**src/rtl/wac_pkg.sv**
```systemverilog
`timescale 1ns/1ps
package wac_pkg;

  localparam logic [7:0] OP_MODE = 8'h11;
  localparam logic [7:0] OP_XWIN = 8'h44;
  localparam logic [7:0] OP_YWIN = 8'h45;
  localparam logic [7:0] OP_XCNT = 8'h4E;
  localparam logic [7:0] OP_YCNT = 8'h4F;
  localparam logic [7:0] OP_WNEW = 8'h24;
  localparam logic [7:0] OP_WOLD = 8'h26;

  typedef enum logic [2:0] {
    ACT_IDLE,
    ACT_MODE,
    ACT_XWIN,
    ACT_YWIN,
    ACT_XCNT,
    ACT_YCNT,
    ACT_WNEW,
    ACT_WOLD
  } act_e;

  function automatic act_e decode_op(input logic [7:0] op);
    case (op)
      OP_MODE: return ACT_MODE;
      OP_XWIN: return ACT_XWIN;
      OP_YWIN: return ACT_YWIN;
      OP_XCNT: return ACT_XCNT;
      OP_YCNT: return ACT_YCNT;
      OP_WNEW: return ACT_WNEW;
      OP_WOLD: return ACT_WOLD;
      default: return ACT_IDLE;
    endcase
  endfunction

endpackage

```
**src/rtl/wac_cmd_track.sv**
```systemverilog
`timescale 1ns/1ps
// Remembers the last command and counts the data bytes that follow it.
module wac_cmd_track
  import wac_pkg::*;
#(
  parameter int IDX_W = 3
) (
  input  logic             clk,
  input  logic             rst,
  input  logic             cmd_valid,
  input  logic [7:0]       cmd_code,
  input  logic             dat_valid,
  output act_e             act_q,
  output logic [IDX_W-1:0] idx_q,
  output logic             take
);

  // a command in the same cycle wins over a data byte
  assign take = dat_valid && !cmd_valid;

  always_ff @(posedge clk) begin
    if (rst) begin
      act_q <= ACT_IDLE;
      idx_q <= '0;
    end else if (cmd_valid) begin
      act_q <= decode_op(cmd_code);
      idx_q <= '0;
    end else if (take && (idx_q != '1)) begin
      idx_q <= idx_q + 1'b1;
    end
  end

endmodule

```
**src/rtl/wac_win_regs.sv**
```systemverilog
`timescale 1ns/1ps
// Mode register and the four 16-bit window bounds, each loaded a byte at a time.
module wac_win_regs
  import wac_pkg::*;
#(
  parameter int H_PIX = 800,
  parameter int V_PIX = 480,
  parameter int IDX_W = 3
) (
  input  logic             clk,
  input  logic             rst,
  input  logic             take,
  input  act_e             act,
  input  logic [IDX_W-1:0] idx,
  input  logic [7:0]       dat_byte,
  output logic [1:0]       mode_q,
  output logic [3:0][15:0] win_q
);

  always_ff @(posedge clk) begin
    if (rst)
      mode_q <= 2'b11;
    else if (take && act == ACT_MODE && idx == '0)
      mode_q <= dat_byte[1:0];
  end

  // slot 0: X start, 1: X end, 2: Y start, 3: Y end
  for (genvar g = 0; g < 4; g++) begin : g_bound
    localparam act_e OWNER = (g < 2) ? ACT_XWIN : ACT_YWIN;
    localparam int LO = (g % 2) * 2;
    localparam logic [15:0] INIT = (g == 1) ? 16'(H_PIX - 1) :
                                   (g == 3) ? 16'(V_PIX - 1) : 16'd0;
    logic [15:0] r;
    logic        sel;
    assign sel = take && (act == OWNER);
    always_ff @(posedge clk) begin
      if (rst)
        r <= INIT;
      else if (sel && idx == IDX_W'(LO))
        r[7:0] <= dat_byte;
      else if (sel && idx == IDX_W'(LO + 1))
        r[15:8] <= dat_byte;
    end
    assign win_q[g] = r;
  end

endmodule

```
**src/rtl/wac_stepper.sv**
```systemverilog
`timescale 1ns/1ps
// X/Y counters: byte-wise load, and window-bounded stepping on each image byte.
module wac_stepper
  import wac_pkg::*;
#(
  parameter int IDX_W = 3
) (
  input  logic             clk,
  input  logic             rst,
  input  logic             take,
  input  act_e             act,
  input  logic [IDX_W-1:0] idx,
  input  logic [7:0]       dat_byte,
  input  logic [1:0]       mode,
  input  logic [3:0][15:0] win,
  output logic             adv,
  output logic [15:0]      x_q,
  output logic [15:0]      y_q
);

  localparam logic [15:0] X_STEP = 16'd8;

  logic        x_at_end, y_at_end;
  logic [15:0] x_nxt, y_nxt;

  assign adv = take && (act == ACT_WNEW || act == ACT_WOLD);

  always_comb begin
    // compare byte columns, not pixels
    x_at_end = mode[0] ? ((x_q >> 3) >= (win[1] >> 3))
                       : ((x_q >> 3) <= (win[1] >> 3));
    y_at_end = mode[1] ? (y_q >= win[3]) : (y_q <= win[3]);
    if (x_at_end)
      x_nxt = win[0];
    else
      x_nxt = mode[0] ? x_q + X_STEP : x_q - X_STEP;
    if (!x_at_end)
      y_nxt = y_q;
    else if (y_at_end)
      y_nxt = win[2];
    else
      y_nxt = mode[1] ? y_q + 16'd1 : y_q - 16'd1;
  end

  always_ff @(posedge clk) begin
    if (rst) begin
      x_q <= '0;
      y_q <= '0;
    end else if (adv) begin
      x_q <= x_nxt;
      y_q <= y_nxt;
    end else if (take) begin
      if (act == ACT_XCNT && idx == IDX_W'(0)) x_q[7:0]  <= dat_byte;
      if (act == ACT_XCNT && idx == IDX_W'(1)) x_q[15:8] <= dat_byte;
      if (act == ACT_YCNT && idx == IDX_W'(0)) y_q[7:0]  <= dat_byte;
      if (act == ACT_YCNT && idx == IDX_W'(1)) y_q[15:8] <= dat_byte;
    end
  end

endmodule

```
**src/rtl/wac_addr_map.sv**
```systemverilog
`timescale 1ns/1ps
// Turns the counter position into a linear byte address and registers the write.
module wac_addr_map #(
  parameter int H_PIX  = 800,
  parameter int V_PIX  = 480,
  parameter int ADDR_W = 16
) (
  input  logic              clk,
  input  logic              rst,
  input  logic              adv,
  input  logic              buf_old,
  input  logic [7:0]        dat_byte,
  input  logic [12:0]       col,
  input  logic [15:0]       row,
  output logic              mem_we,
  output logic              mem_buf,
  output logic [ADDR_W-1:0] mem_addr,
  output logic [7:0]        mem_data
);

  localparam int BPR = H_PIX / 8;

  logic              in_frame;
  logic [ADDR_W-1:0] lin;

  assign in_frame = (col < 13'(BPR)) && (row < 16'(V_PIX));
  assign lin      = ADDR_W'(row * 16'(BPR)) + ADDR_W'(col);

  always_ff @(posedge clk) begin
    if (rst) begin
      mem_we   <= 1'b0;
      mem_buf  <= 1'b0;
      mem_addr <= '0;
      mem_data <= '0;
    end else begin
      mem_we <= adv && in_frame;
      if (adv) begin
        mem_buf  <= buf_old;
        mem_addr <= lin;
        mem_data <= dat_byte;
      end
    end
  end

endmodule

```
**src/rtl/wac_addr_counter.sv**
```systemverilog
`timescale 1ns/1ps
module wac_addr_counter
  import wac_pkg::*;
#(
  parameter int H_PIX = 800,
  parameter int V_PIX = 480,
  localparam int FRAME_BYTES = (H_PIX / 8) * V_PIX,
  localparam int ADDR_W = $clog2(FRAME_BYTES)
) (
  input  logic              clk,
  input  logic              rst,
  input  logic              cmd_valid,
  input  logic [7:0]        cmd_code,
  input  logic              dat_valid,
  input  logic [7:0]        dat_byte,
  output logic              mem_we,
  output logic              mem_buf,
  output logic [ADDR_W-1:0] mem_addr,
  output logic [7:0]        mem_data
);

  localparam int IDX_W = 3;

  act_e             act;
  logic [IDX_W-1:0] idx;
  logic             take;
  logic [1:0]       mode;
  logic [3:0][15:0] win;
  logic             adv;
  logic [15:0]      x_cnt, y_cnt;

  wac_cmd_track #(.IDX_W(IDX_W)) u_track (
    .clk(clk), .rst(rst), .cmd_valid(cmd_valid), .cmd_code(cmd_code),
    .dat_valid(dat_valid), .act_q(act), .idx_q(idx), .take(take)
  );

  wac_win_regs #(.H_PIX(H_PIX), .V_PIX(V_PIX), .IDX_W(IDX_W)) u_regs (
    .clk(clk), .rst(rst), .take(take), .act(act), .idx(idx),
    .dat_byte(dat_byte), .mode_q(mode), .win_q(win)
  );

  wac_stepper #(.IDX_W(IDX_W)) u_step (
    .clk(clk), .rst(rst), .take(take), .act(act), .idx(idx),
    .dat_byte(dat_byte), .mode(mode), .win(win), .adv(adv),
    .x_q(x_cnt), .y_q(y_cnt)
  );

  wac_addr_map #(.H_PIX(H_PIX), .V_PIX(V_PIX), .ADDR_W(ADDR_W)) u_map (
    .clk(clk), .rst(rst), .adv(adv), .buf_old(act == ACT_WOLD),
    .dat_byte(dat_byte), .col(x_cnt[15:3]), .row(y_cnt),
    .mem_we(mem_we), .mem_buf(mem_buf), .mem_addr(mem_addr), .mem_data(mem_data)
  );

endmodule

```
**config.mk**
```make
export PLATFORM = sky130hd
export DESIGN_NAME = wac_addr_counter
export DESIGN_NICKNAME = d
export VERILOG_FILES = /design/src/rtl/wac_pkg.sv /design/src/rtl/wac_cmd_track.sv /design/src/rtl/wac_win_regs.sv /design/src/rtl/wac_stepper.sv /design/src/rtl/wac_addr_map.sv /design/src/rtl/wac_addr_counter.sv
export SDC_FILE = /design/constraint.sdc
export NUM_CORES = 1
export LEC_CHECK = 0
export ABC_AREA = 1
export CAP_MARGIN = 20
export CORE_MARGIN = 2
export CORE_UTILIZATION = 55
export DETAILED_ROUTE_END_ITERATION = 10
export DONT_BUFFER_PORTS = 1
export PLACE_DENSITY = 0.79
export SLEW_MARGIN = 20
export SYNTH_ARGS = -nofsm -noshare
export SYNTH_HDL_FRONTEND = slang
export SYNTH_HIERARCHICAL = 1
export SYNTH_SLANG_ARGS = --single-unit
```
**constraint.sdc**
```tcl
create_clock -name clk -period 5.2 [get_ports clk]
set_input_delay 0.52 -clock clk [delete_from_list [all_inputs] [get_ports clk]]
set_output_delay 0.52 -clock clk [all_outputs]
set_load 0.01 [all_outputs]
```
======== After elaboration in Yosys (flattened, before gate mapping) ========
Cells that the tools add are included.
word-level totals
  input port bits ......................... 20
  output and inout bits ................... 26
  flip-flop bits (word level) ............. 130
cells by class
  bitwise gates (word level) .............. 4
  order comparisons ....................... 6
  equal/unequal tests ..................... 19
  add/sub/neg operators ................... 6
  mux-type cells .......................... 16
  multiply operators ...................... 1
  reduce and logical (&&, ||, !) cells .... 38
operators with widths
  cell                                                                   count
  16-bit two-way mux                                                     9
  8-bit by 7-bit == test with 1-bit output, second input constant        4
  8-bit two-way mux                                                      4
  1-bit logical AND                                                      21
  3-bit case mux with 7 select lines                                     1
  16-bit by 1-bit adder with 16-bit output, second input constant        1
  16-bit by 13-bit adder with 16-bit output                              1
  16-bit by 4-bit adder with 16-bit output, second input constant        1
  8-bit by 6-bit == test with 1-bit output, second input constant        2
  16-bit >= comparator                                                   1
  16-bit <= comparator                                                   1
  16-bit by 9-bit < comparator with 1-bit output, second input constant  1
  16-bit by 5-bit multiplier with 14-bit output, second input constant   1
  16-bit by 1-bit subtractor with 16-bit output, second input constant   1
  16-bit by 4-bit subtractor with 16-bit output, second input constant   1
  13-bit >= comparator                                                   1
  13-bit <= comparator                                                   1
  13-bit by 7-bit < comparator with 1-bit output, second input constant  1
  3-bit by 2-bit == test with 1-bit output, second input constant        4
  3-bit == test, second input constant                                   4
  2-bit AND reduction                                                    6
  2-bit nonzero test                                                     5
  8-bit by 5-bit == test with 1-bit output, second input constant        1
  3-bit by 1-bit == test with 1-bit output, second input constant        2
  other kinds (10)                                                       15

======== Logic depth before layout (Yosys ltp) ========
  word-level depth ........................ 6
  mapped depth ............................ 20

======== Hierarchy ========
The synthesis kept the hierarchy.
by module, submodules not included
  module            instances  cells each  area each (µm²)
  wac_stepper       1          737         4191.5
  wac_win_regs      1          378         2712.6
  wac_addr_map      1          382         2658.8
  wac_cmd_track     1          71          447.9
  wac_addr_counter  1          3           13.8

======== Worst setup path before layout ========
No wires, ideal clock.
  kind .................................... reg-to-reg
  start ................................... reg u_step.y_q[4]
  end ..................................... reg u_map.mem_addr[13]
  slack ................................... 1.822 ns
  data arrival time ....................... 3.265 ns
  stages on the path, launching flop included .. 19
  data required time ...................... 5.087 ns
  library setup time ...................... 0.113 ns
  buffers on the path ..................... 0
  cell sequence ........................... dfxtp_1 ha_1 ha_1 inv_1 fa_1 inv_1 ha_1 a21oi_1 nand2_1 a31oi_1 xnor2_1 ha_1 nand2_1 inv_1 a21oi_1 nand3_1 xnor2_1 o21ai_1 inv_1
between the ends
  word-level cells in the longest chain between the ends .. 2
RTL lines
  item                                           line                RTL
  start: declaration                             wac_stepper.sv:18   output logic [15:0] y_q
  start signal: assignment                       wac_stepper.sv:51   y_q <= y_nxt;
  start signal: assignment                       wac_stepper.sv:55   if (act == ACT_YCNT && idx == IDX_W'(0)) y_q[7:0] <= dat_byte;
  16-bit by 5-bit multiplier with 14-bit output  wac_addr_map.sv:27  assign lin = ADDR_W'(row * 16'(BPR)) + ADDR_W'(col);
  16-bit by 13-bit adder with 16-bit output      wac_addr_map.sv:27
  end signal: assignment                         wac_addr_map.sv:39  mem_addr <= lin;
  end: declaration                               wac_addr_map.sv:17  output logic [ADDR_W-1:0] mem_addr,
Every way passes these cells.
A chain may end at the register's enable or synchronous reset.

======== Worst setup path after layout ========
  start ................................... reg u_step.y_q[5]
  end ..................................... reg u_map.mem_addr[15]
The elaborated chain is that of the path after synthesis.

==> summary.md <==
| Metric | Value |
|---|---|
| CP Class | `flop to flop` |
| CP Cell Sequence | `ha_1, ha_1, inv_1, fa_1, inv_1, ha_1, nand2_1, nand2_2, a21oi_1, xnor2_1, ha_1, nand2_1, nor2_1, nand3_1, nand3_1, nand3_1, nand2_1, nand3_1, nand2_1, inv_1` |
| GR peak layer | `met2` |
| Largest net degree at the start of global routing | `just over 60` |
| Maximum root-to-sink buffer count | `2` |
| Syn avg cell area | `6.37 um^2` |
| Fin. max-slew vios | `0` |
| GPL Wtd Cong | `roughly 0.93` |
| Worst slew margin | `37.9%` |
| Grt ovf | `0` |
| Die area | `18,700 um^2` |
| Layout cells sized above 1 | `about 6%` |
| Setup Buffers After CTS | `0` |
| Antenna violations before repair | `0` |
| DRT Wirelength | `about 25,000 um` |
| Worst-Margin Slew | `approximately 0.93 ns` |
| H-Tree Depth | `4` |
| Clock Root Buffer | `clkbuf_16` |
| Die Width | `137 um` |
| Core area | `around 17,000 um^2` |
| RSZ-0062 raised after global routing | `no` |
| Antenna Nets Post-Route | `0` |
| Number of global-route vias before repair | `8,569` |
| Multi-input logic area | `~6200 um^2` |
| Global routing usage on met3 | `5.70%` |
| Initial drt markers | `911` |
| Leakage | `between 5 and 6 nW` |
| Initial Util | `56.1%` |
| Fin. Hold Viols | `0` |
| Area grow syn2layout | `6.84%` |
| Worst-path clk slew | `approximately 0.06 ns` |
| WL per Instance | `14.6 um` |
| Fmax | `0.269 GHz` |
| Total Power | `2.25 mW` |
| Slowest stage delay, CP | `0.49 ns` |
| Status | `complete, no violations` |
| # fillers | `1,585` |
| Clock Latency Late Sink | `0.42 ns` |
| Reg area | `2420 um^2` |
| Synthesis warning total | `6` |
| Sink Count | `about 120` |
| Site Rows | `48` |
| Met2 GRT Util | `45.9%` |
| Post-synthesis cell count | `roughly 1.5k` |
| # hold bufs at CTS | `0` |
| Worst VDD drop | `~0.24 mV` |
| Max FO, Critical Path | `7` |
| IO Count | `46` |
| Resize count post-CTS | `0` |
| CP arrival | `4.05 ns` |
| Cts bufs inserted | `17` |
| PortBufs | `0` |
| Post-DP HPWL | `18,900 um` |
| Final Critical Period | `3.72 ns` |
| Net count after synthesis | `between 1.5k and 2k` |
| Nets | `1,628` |
| Fin crit share | `between 70% and 80%` |
| Worst Hold Class | `primary input to flop` |
| Cell Area, Synth | `roughly 9700 um^2` |
| Setup TNS | `0 ns` |
| Post-Route Skew | `0.0137 ns` |
| CP max stage cell | `dfxtp_1` |
| R2R setup slack | `1.48 ns` |
| CP Data Required Time | `approximately 5.5 ns` |
| Die Ht | `about 140 um` |
| Via Count | `9,344` |
| Total Routing Usage GR | `28.2%` |
| Vias per inst | `5.38` |
| Antenna diodes | `0` |
| Grt met1 use | `36.8%` |
| Startpoint Class | `flop` |
| MaxCap Viol Count | `0` |
| Worst setup EP type | `flop` |
| First-pass GRT wire length | `between 40,000 and 50,000 um` |
| Drt first pass iters | `5` |
| CTS tree | `yes` |
| # DRC | `0` |
| Finish-stage setup viols | `0` |
| P per Cell Area | `218 nW/um^2` |
## sequential cells by signal, summed over array words and instances, names as in the netlist
| name | flops |
|---|---|
| u_regs/g_bound.r | 58 |
| u_map/mem_addr | 16 |
| u_step/y_q | 16 |
| u_step/x_q | 13 |
| u_map/mem_data | 8 |
| u_track/act_q | 3 |
| u_track/idx_q | 3 |
| u_regs/mode_q | 2 |
| u_map/mem_buf | 1 |
| u_map/mem_we | 1 |
## final cells by class
class	instances	area share [%]
timing repair buffer	3	0.218
multi-input combinational	1148	60.4
clock inverter	15	1.53
sequential	121	23.4
tap	225	2.72
clock buffer	17	4.12
inverter	208	7.56
## placed cells by master, fill, tap and decap left out, types with 11 or more instances in the layout
master,count
dfxtp_1,121
clkbuf_16,17
nand4_1,29
nand2_1,365
ha_1,98
fa_1,11
nor2_1,279
a21oi_1,78
nand3_1,130
o21ai_0,42
xnor2_1,12
inv_1,197
xor2_1,22
nand2_2,15
## routing by layer
| metal | up-vias | wire length [um] |
|---|---|---|
| met5 | - | 0 |
| met4 | 0 | 769 |
| met3 | 54 | 1950 |
| met2 | 321 | 11700 |
| met1 | 4191 | 10900 |
| li1 | 4778 | - |
## report_power, final
| part | internal, mW | switching [mW] |
|---|---|---|
| clock | 0.676 | 0.491 |
| sequential | 0.933 | 0.0111 |
| combinational | 0.0408 | 0.101 |
| total | 1.65 | 0.603 |
## critical path, delay by kind of cell, from the launching register on
family,cells,cell delay (ns)
DFF,1,0.49
buffers and inverters,3,0.12
adders and majority gates,5,1.79
AOI/OAI and AO/OA,1,0.15
and+or+nand+nor,10,0.99
xor gates and xnor gates,1,0.08
## per-stage QoR
| stage | instances | setup WS [ns] | utilization [%] | hold slack (ns) | area (um^2) |
|---|---|---|---|---|---|
| after floorplan | 1519 | 1.82 | - | 0.429 | 9670 |
| after global placement | 1705 | 1.58 | 56.6 | 0.440 | 9750 |
| after detailed placement | 1705 | 1.47 | 56.6 | 0.447 | 9750 |
| after CTS | 1737 | 1.47 | 59.9 | 0.201 | 10300 |
| after global routing | 1737 | 1.18 | 59.9 | 0.209 | 10300 |
| final | 1737 | 1.48 | 59.9 | 0.209 | 10300 |
## final timing paths
kind | start | end | cells after the start
worst max-delay path | u_step/y_q[5] | u_map/mem_addr[15] | 20
worst min-delay path | dat_byte[4] | u_regs/g_bound[1].r[4] | 2
worst max register to register | u_step/y_q[5] | u_map/mem_addr[15] | 20
worst min register to register | u_regs/g_bound[3].r[2] | u_regs/g_bound[3].r[2] | 2
Power figures use the tool's default switching activity.
